### config.mk
export PLATFORM = sky130hd
export DESIGN_NAME = sar_conv_ctrl
export DESIGN_NICKNAME = d
export VERILOG_FILES = /design/src/rtl/sar_pkg.sv /design/src/rtl/sar_seq.sv /design/src/rtl/sar_trial.sv /design/src/rtl/sar_serial.sv /design/src/rtl/sar_result.sv /design/src/rtl/sar_conv_ctrl.sv
export SDC_FILE = /design/constraint.sdc
export NUM_CORES = 1
export LEC_CHECK = 0
export BUFFER_PORTS_ARGS = -buffer_cell sky130_fd_sc_hd__clkbuf_2
export CAP_MARGIN = 25
export CORE_UTILIZATION = 50
export DETAILED_ROUTE_END_ITERATION = 16
export PLACE_DENSITY = 0.76
export REMOVE_ABC_BUFFERS = 1
export SLEW_MARGIN = 0
export SYNTH_ARGS = -nofsm -noshare
export SYNTH_HDL_FRONTEND = slang
export SYNTH_SLANG_ARGS = --single-unit
### constraint.sdc
create_clock -name clk -period 1.7 [get_ports clk]
set_input_delay 0.51 -clock clk [delete_from_list [all_inputs] [get_ports clk]]
set_output_delay 0.51 -clock clk [all_outputs]
set_load 0.005 [all_outputs]
### src/rtl/sar_pkg.sv
package sar_pkg;
  typedef enum logic {
    SAR_IDLE = 1'b0,
    SAR_RUN  = 1'b1
  } sar_state_e;
endpackage

### src/rtl/sar_seq.sv
module sar_seq
  import sar_pkg::*;
#(
  parameter int N = 4,
  localparam int IW = (N > 1) ? $clog2(N) : 1
) (
  input  logic          clk,
  input  logic          rst,
  input  logic          start_i,
  output logic          busy_o,
  output logic [IW-1:0] idx_o,
  output logic          load_o,
  output logic          decide_o,
  output logic          last_o
);
  localparam logic [IW-1:0] TOP_IDX = IW'(N - 1);

  sar_state_e      state_q;
  logic [IW-1:0]   idx_q;

  assign load_o   = (state_q == SAR_IDLE) && start_i;
  assign decide_o = (state_q == SAR_RUN);
  assign last_o   = decide_o && (idx_q == '0);
  assign busy_o   = decide_o;
  assign idx_o    = idx_q;

  always_ff @(posedge clk) begin
    if (rst) begin
      state_q <= SAR_IDLE;
      idx_q   <= '0;
    end else if (load_o) begin
      state_q <= SAR_RUN;
      idx_q   <= TOP_IDX;
    end else if (last_o) begin
      state_q <= SAR_IDLE;
    end else if (decide_o) begin
      idx_q   <= idx_q - 1'b1;
    end
  end
endmodule

### src/rtl/sar_trial.sv
module sar_trial #(
  parameter int N = 4,
  localparam int IW = (N > 1) ? $clog2(N) : 1
) (
  input  logic          clk,
  input  logic          rst,
  input  logic          load_i,
  input  logic          decide_i,
  input  logic [IW-1:0] idx_i,
  input  logic          cmp_i,
  output logic [N-1:0]  trial_o,
  output logic [N-1:0]  next_o
);
  // first trial of a conversion: only the top bit set
  function automatic logic [N-1:0] first_trial();
    logic [N-1:0] c;
    c = '0;
    c[N-1] = 1'b1;
    return c;
  endfunction

  // settle bit pos from the comparator, then arm the next lower bit
  function automatic logic [N-1:0] settle(input logic [N-1:0] code,
                                          input int unsigned  pos,
                                          input logic         keep);
    logic [N-1:0] c;
    c = code;
    c[pos] = keep;
    if (pos > 0) c[pos-1] = 1'b1;
    return c;
  endfunction

  logic [N-1:0] trial_q;

  assign next_o  = settle(trial_q, int'(idx_i), cmp_i);
  assign trial_o = trial_q;

  always_ff @(posedge clk) begin
    if (rst)           trial_q <= '0;
    else if (load_i)   trial_q <= first_trial();
    else if (decide_i) trial_q <= next_o;
  end
endmodule

### src/rtl/sar_serial.sv
module sar_serial (
  input  logic clk,
  input  logic rst,
  input  logic decide_i,
  input  logic cmp_i,
  output logic ser_bit_o,
  output logic ser_vld_o
);
  always_ff @(posedge clk) begin
    if (rst) begin
      ser_bit_o <= 1'b0;
      ser_vld_o <= 1'b0;
    end else begin
      ser_vld_o <= decide_i;
      ser_bit_o <= decide_i ? cmp_i : 1'b0;
    end
  end
endmodule

### src/rtl/sar_result.sv
module sar_result #(
  parameter int N = 4
) (
  input  logic         clk,
  input  logic         rst,
  input  logic         last_i,
  input  logic [N-1:0] final_i,
  output logic [N-1:0] result_o,
  output logic         done_o
);
  always_ff @(posedge clk) begin
    if (rst) begin
      result_o <= '0;
      done_o   <= 1'b0;
    end else begin
      done_o <= last_i;
      if (last_i) result_o <= final_i;
    end
  end
endmodule

### src/rtl/sar_conv_ctrl.sv
module sar_conv_ctrl #(
  parameter int N = 4
) (
  input  logic         clk,
  input  logic         rst,
  input  logic         start_i,
  input  logic         cmp_i,
  output logic [N-1:0] dac_code_o,
  output logic         busy_o,
  output logic         ser_bit_o,
  output logic         ser_vld_o,
  output logic [N-1:0] result_o,
  output logic         done_o
);
  localparam int IW = (N > 1) ? $clog2(N) : 1;

  // named internal events, visible to the bound checker
  logic          ev_load;
  logic          ev_decide;
  logic          ev_last;
  logic [IW-1:0] bit_idx;
  logic [N-1:0]  trial;
  logic [N-1:0]  trial_next;

  sar_seq #(.N(N)) u_seq (
    .clk      (clk),
    .rst      (rst),
    .start_i  (start_i),
    .busy_o   (busy_o),
    .idx_o    (bit_idx),
    .load_o   (ev_load),
    .decide_o (ev_decide),
    .last_o   (ev_last)
  );

  sar_trial #(.N(N)) u_trial (
    .clk      (clk),
    .rst      (rst),
    .load_i   (ev_load),
    .decide_i (ev_decide),
    .idx_i    (bit_idx),
    .cmp_i    (cmp_i),
    .trial_o  (trial),
    .next_o   (trial_next)
  );

  sar_serial u_ser (
    .clk       (clk),
    .rst       (rst),
    .decide_i  (ev_decide),
    .cmp_i     (cmp_i),
    .ser_bit_o (ser_bit_o),
    .ser_vld_o (ser_vld_o)
  );

  sar_result #(.N(N)) u_res (
    .clk      (clk),
    .rst      (rst),
    .last_i   (ev_last),
    .final_i  (trial_next),
    .result_o (result_o),
    .done_o   (done_o)
  );

  assign dac_code_o = trial;
endmodule

# After elaboration in Yosys (flattened, before gate mapping)
# Cells that the tools add are included.
# totals
wordCells,41
output_inout_bits,12
inputBits,4
register_bits,14
# classes
eq_ne,1
reduce_logical,10
magnitude_cmp,5
bitwise_logic,2
muxes,13
addsub,2
# ops
operator,count
"32-bit by 1-bit >= comparator with 1-bit output, second input constant",1
"32-bit by 3-bit < comparator with 1-bit output, second input constant",1
4-bit 2-to-1 mux,3
2-bit 2-to-1 mux,3
4-bit bitwise mux,1
1-bit demux with 2-bit select,2
1-bit logical AND,4
1-bit 2-to-1 mux,4
4-bit bitwise OR,1
2-bit nonzero test,2
2-bit OR reduction,2
"2-bit by 3-bit < comparator with 1-bit output, second input constant",1
"2-bit by 1-bit subtractor with 3-bit output, second input constant",1
"2-bit by 1-bit >= comparator with 1-bit output, second input constant",1
"2-bit by 1-bit greater-than comparator with 1-bit output, second input constant",1
2-bit zero test,1
"2-bit != test, second input constant",1
2-bit AND reduction,1
"2-bit by 1-bit subtractor with 2-bit output, second input constant",1
1-bit inverter,1

# Longest topological paths before layout
# logic_depth
depth_word,9
mapped_depth,7
depth_no_buf,5

# Hierarchy
# Synthesis repeated with hierarchy kept, for this count alone.
# unflattened
hier_cells,72
hier_area_um2,666.9
# by_module_without_submodules
module,area_per_inst_um2,cells_each,instances,seq_area_each_um2
sar_trial,267.8,34,1,80.1
sar_result,172.7,15,1,100.1
sar_seq,171.4,19,1,60.1
sar_serial,55.1,4,1,40.0

# Least setup slack after synthesis
# Ideal clock, no wire load.
# synth_path
path_type,flip-flop to flip-flop
startpoint,register u_seq.idx_q[0] (netlist: u_seq.idx_o[0])
endpoint,register u_seq.idx_q[1] (netlist: u_seq.idx_o[1])
t_arrival_ps,1389
setup_ps,86
t_required_ps,1614
path_slack_ps,225
path_buffers,1
synth_period_minus_slack_ps,1475
stages_incl_launch_ff,6
cell_sequence,dfxtp_1 > inv_1 > ha_1 > buf_6 > mux2_4 > a211oi_1
# synth_between
elab_chain_len,4
elab_cells_between_ends,8
cone_classes,1 x add/sub; 1 x eq/ne; 3 x mux; 3 x reduce/logical
# synth_lines
element,line_no,rtl
from (decl),sar_seq.sv:19,logic [IW-1:0] idx_q;
from (signal assigned),sar_seq.sv:37,idx_q <= idx_q - 1'b1;
2-bit by 1-bit subtractor with 2-bit output / 2-bit zero test (equally long branches),"sar_seq.sv:37, sar_seq.sv:23",
2-bit 2-to-1 mux / 1-bit logical AND (equally long branches),"sar_seq.sv:36, sar_seq.sv:23",
2-bit 2-to-1 mux / 2-bit != test (equally long branches),-,
2-bit 2-to-1 mux / 2-bit AND reduction (equally long branches),-,
# Parallel ways exist; a longest one is shown, timed or not. The select of a mux whose other input is x is not followed.
# A chain may end at the register's enable or synchronous reset.

# Worst setup path in the final report
# layout_path
startpoint,register u_seq.idx_q[1] (netlist: u_seq.idx_o[1])
endpoint,register u_res.result_o[1]
# layout_between
elab_chain_len,7
elab_cells_between_ends,17
cone_classes,1 x add/sub; 5 x order compare; 6 x mux; 1 x bitwise; 4 x reduce/logical
# layout_lines
element,line_no,rtl
"2-bit by 1-bit subtractor with 3-bit output, or another cell as far along",sar_trial.sv:29,if (pos > 0) c[pos-1] = 1'b1;
"32-bit by 1-bit >= comparator with 1-bit output (not written as such), or another cell as far along",sar_trial.sv:29,
1-bit logical AND (not written as such) / 1-bit 2-to-1 mux (equally long branches),"sar_trial.sv:29, sar_trial.sv:28",
1-bit 2-to-1 mux (not written as such) / 1-bit demux with 2-bit select (equally long branches),-,
1-bit demux with 2-bit select / 4-bit bitwise mux (equally long branches),-,
4-bit bitwise OR (no source line),-,
4-bit 2-to-1 mux,sar_trial.sv:29,
to (signal assigned),sar_result.sv:17,if (last_i) result_o <= final_i;
to (decl),sar_result.sv:8,"output logic [N-1:0] result_o,"
# Parallel ways exist; a longest one is shown, timed or not.

==> impl_metrics.json <==
{
  "routed_wl_um": 1234,
  "peakVddDrop_mv": 0.5732,
  "yosysSeqAreaShare_pct": 41.56,
  "first_iter_violations": 2,
  "hold_class": "register to register",
  "synth_top_cell_by_area": "dfxtp_1",
  "cp.required_ns": 1.90,
  "die-area_sq_um": 1500,
  "r2r-end": "u_res.result_o[1]",
  "rr_worst_depth": 5,
  "ios": 16,
  "drtPass1Iterations": 4,
  "worstSetupStartpointType": "register",
  "maxCapViolCount": 0,
  "p_per_area_nw_per_um2": 988.3,
  "cts.sinks": 14,
  "grt_pass1_vias": 478,
  "areaGrowthSynthToFinish_pct": 17.81,
  "crit_arrival_ns": 1.76,
  "rsz0062_at_grt": "no",
  "ff2ff_setup_slack_ns": 0.14,
  "path_clk_slew_ns": 0.09,
  "cts_made_buffers": 3,
  "clock_path_buffers": 2,
  "dp_hpwl_um": 936.5,
  "tns_ns": 0,
  "r2r_start": "u_seq.idx_o[1]",
  "routabilityCongestion": 0.7701,
  "grt_max_degree": 13,
  "ant_nets": 0,
  "ys_ff_latch": 14,
  "post-cts-setup-buffers": 0,
  "layout-drive-gt1-share_pct": 33.33,
  "vias": 530,
  "viasPerCell": 5.408,
  "die_w_um": 38.73,
  "drc_errors": 0,
  "hold_buffers": 0,
  "worst-path-max-fanout": 9,
  "outcome": "finished clean",
  "antenna_found_initial": 0,
  "hold_slack_ns": 0.4876,
  "coreArea_sq_um": 1186,
  "synth.area.top_cells": "dfxtp_1 (42%), ha_1 (9.3%), a211oi_1 (8.9%), buf_6 (3.3%), mux2i_1 (3.0%)",
  "min_from": "u_trial.trial_o[2]",
  "routedWlPerCell_um": 12.59,
  "yosys_warnings": 0,
  "synth.cell_area_sq_um": 674.4,
  "grtUsageTotal_pct": 20.53,
  "clk_latency_ns": 0.28,
  "skew_ns": 0.002137,
  "cts_htree_levels": 1,
  "syn_inst": 66,
  "maxSlewViolCount": 0,
  "yosys.area.top_type_share_pct": 41.56,
  "grt_pass1_wl_um": 2132,
  "setup_violations": 0,
  "clockRootBuffer": "clkbuf_4",
  "fin_crit_sh_pct": 91.66,
  "diodes": 0,
  "leakage_uw": 0.0003481,
  "min_to": "u_trial.trial_o[2]",
  "initial_core_util_pct": 56.86,
  "die_h_um": 38.73,
  "max_freq_ghz": 0.6418,
  "nets": 94,
  "critPathCaptureType": "register",
  "grt_overflow": 0,
  "syn_avg_cell_area_sq_um": 10.22,
  "port-buffer-count": 15,
  "crit_type": "register to register",
  "cts_tree": "yes",
  "row_count": 12,
  "cts_resized": 0,
  "hold_path_depth": 2,
  "synthDistinctLibCells": 25,
  "hold_viol_final": 0,
  "tightest_slew_ns": 0.2926,
  "slew_headroom_pct": 80.50,
  "period_minus_slack_ns": 1.558
}
## power by group
part,internal (uW),leakage (uW),switching (uW)
clock network,130,0.0000210,109
registers,354,0.000115,20.2
logic,82.9,0.000212,89.5
## critical path: stages (launching register included)
cell	delay, ns
dfxtp_1	0.37
inv_1	0.17
ha_2	0.32
and2_1	0.33
nor2_2	0.06
a311oi_2	0.22
## per-layer routing
metal / track usage (%) / vias to the layer above / share of wire [%]
li1: - / 271 / -
met2: 32.50 / 15 / 41
met1: 27.46 / 242 / 53
met3: 3.468 / 2 / 3.9
met4: 7.759 / 0 / 1.7
met5: 0 / - / 0
## kinds of logic (layout without fill, tap and decap cells)
family                   count (synthesis)  count (layout)  synth area share, %
flip-flops                              14              14                41.56
multiplexers                             3               3                5.194
XOR/XNOR                                 1               1                1.299
AND/OR/NAND/NOR                         20              20                16.14
buffers and inverters                    7              25                6.679
adder cells (fa/ha/maj)                  5               5                9.276
AO/OA/AOI/OAI                           16              16                19.85
## worst max path at each step
stage                   startpoint                  to
global placement    u_seq.idx_o[1]   u_res.result_o[1]
detailed placement  u_seq.idx_o[1]   u_res.result_o[1]
finish              u_seq.idx_o[1]   u_res.result_o[1]
global route        u_seq.idx_o[1]   u_res.result_o[1]
floorplan           u_seq.idx_o[0]  u_trial.trial_o[2]
CTS                 u_seq.idx_o[1]   u_res.result_o[1]
## layout by cell type, fill, tap and decap left out, drive strengths merged
cell	synthesis	final
and3b	1	1
nor3	4	4
mux2	1	1
o221ai	1	1
nor2b	1	1
nor2	4	4
ha	5	5
inv	3	3
a221oi	1	1
and2	3	3
nand2b	3	3
xor2	1	1
nand2	3	3
a21oi	3	3
clkbuf	1	19
and2b	1	1
a211oi	8	8
mux2i	2	2
buf	3	3
o21ai	1	1
a311oi	2	2
dfxtp	14	14
## registers in the layout, indices dropped and copies added, names as in the netlist
name             count
u_seq.busy_o         1
u_res.result_o       4
u_ser.ser_vld_o      1
u_seq.idx_o          2
u_ser.ser_bit_o      1
u_res.done_o         1
u_trial.trial_o      4
## layout make-up
| class | instances | area (sq um) |
|---|---|---|
| Fill cell | 112 | 391.6 |
| Multi-Input combinational cell | 45 | 351.6 |
| Sequential cell | 14 | 280.3 |
| Timing Repair Buffer | 18 | 97.59 |
| Clock buffer | 4 | 36.28 |
| Tap cell | 14 | 17.52 |
| Inverter | 3 | 11.26 |
## through the flow
stage	total power (uW)	cells	area [sq um]	utilization, %	setup slack [ns]
detailed placement	552.7	94	755.7	63.71	0.06553
finish	785.2	98	794.5	66.98	0.1418
global placement	548.1	94	755.7	63.71	0.1103
floorplan	489.7	62	640.6	-	0.2306
global route	831.8	98	794.5	66.98	0.03576
CTS	792.9	98	792.0	66.77	0.04125
## Yosys cell counts, drive strengths merged
cell type / number
dfxtp: 14
a211oi: 8
ha: 5
nor2: 4
nor3: 4
a21oi: 3
and2: 3
buf: 3
inv: 3
nand2: 3
nand2b: 3
a311oi: 2
mux2i: 2
a221oi: 1
and2b: 1
and3b: 1
clkbuf: 1
mux2: 1
nor2b: 1
o21ai: 1
o221ai: 1
xor2: 1
Note: power is estimated with default switching activity, not from simulation.
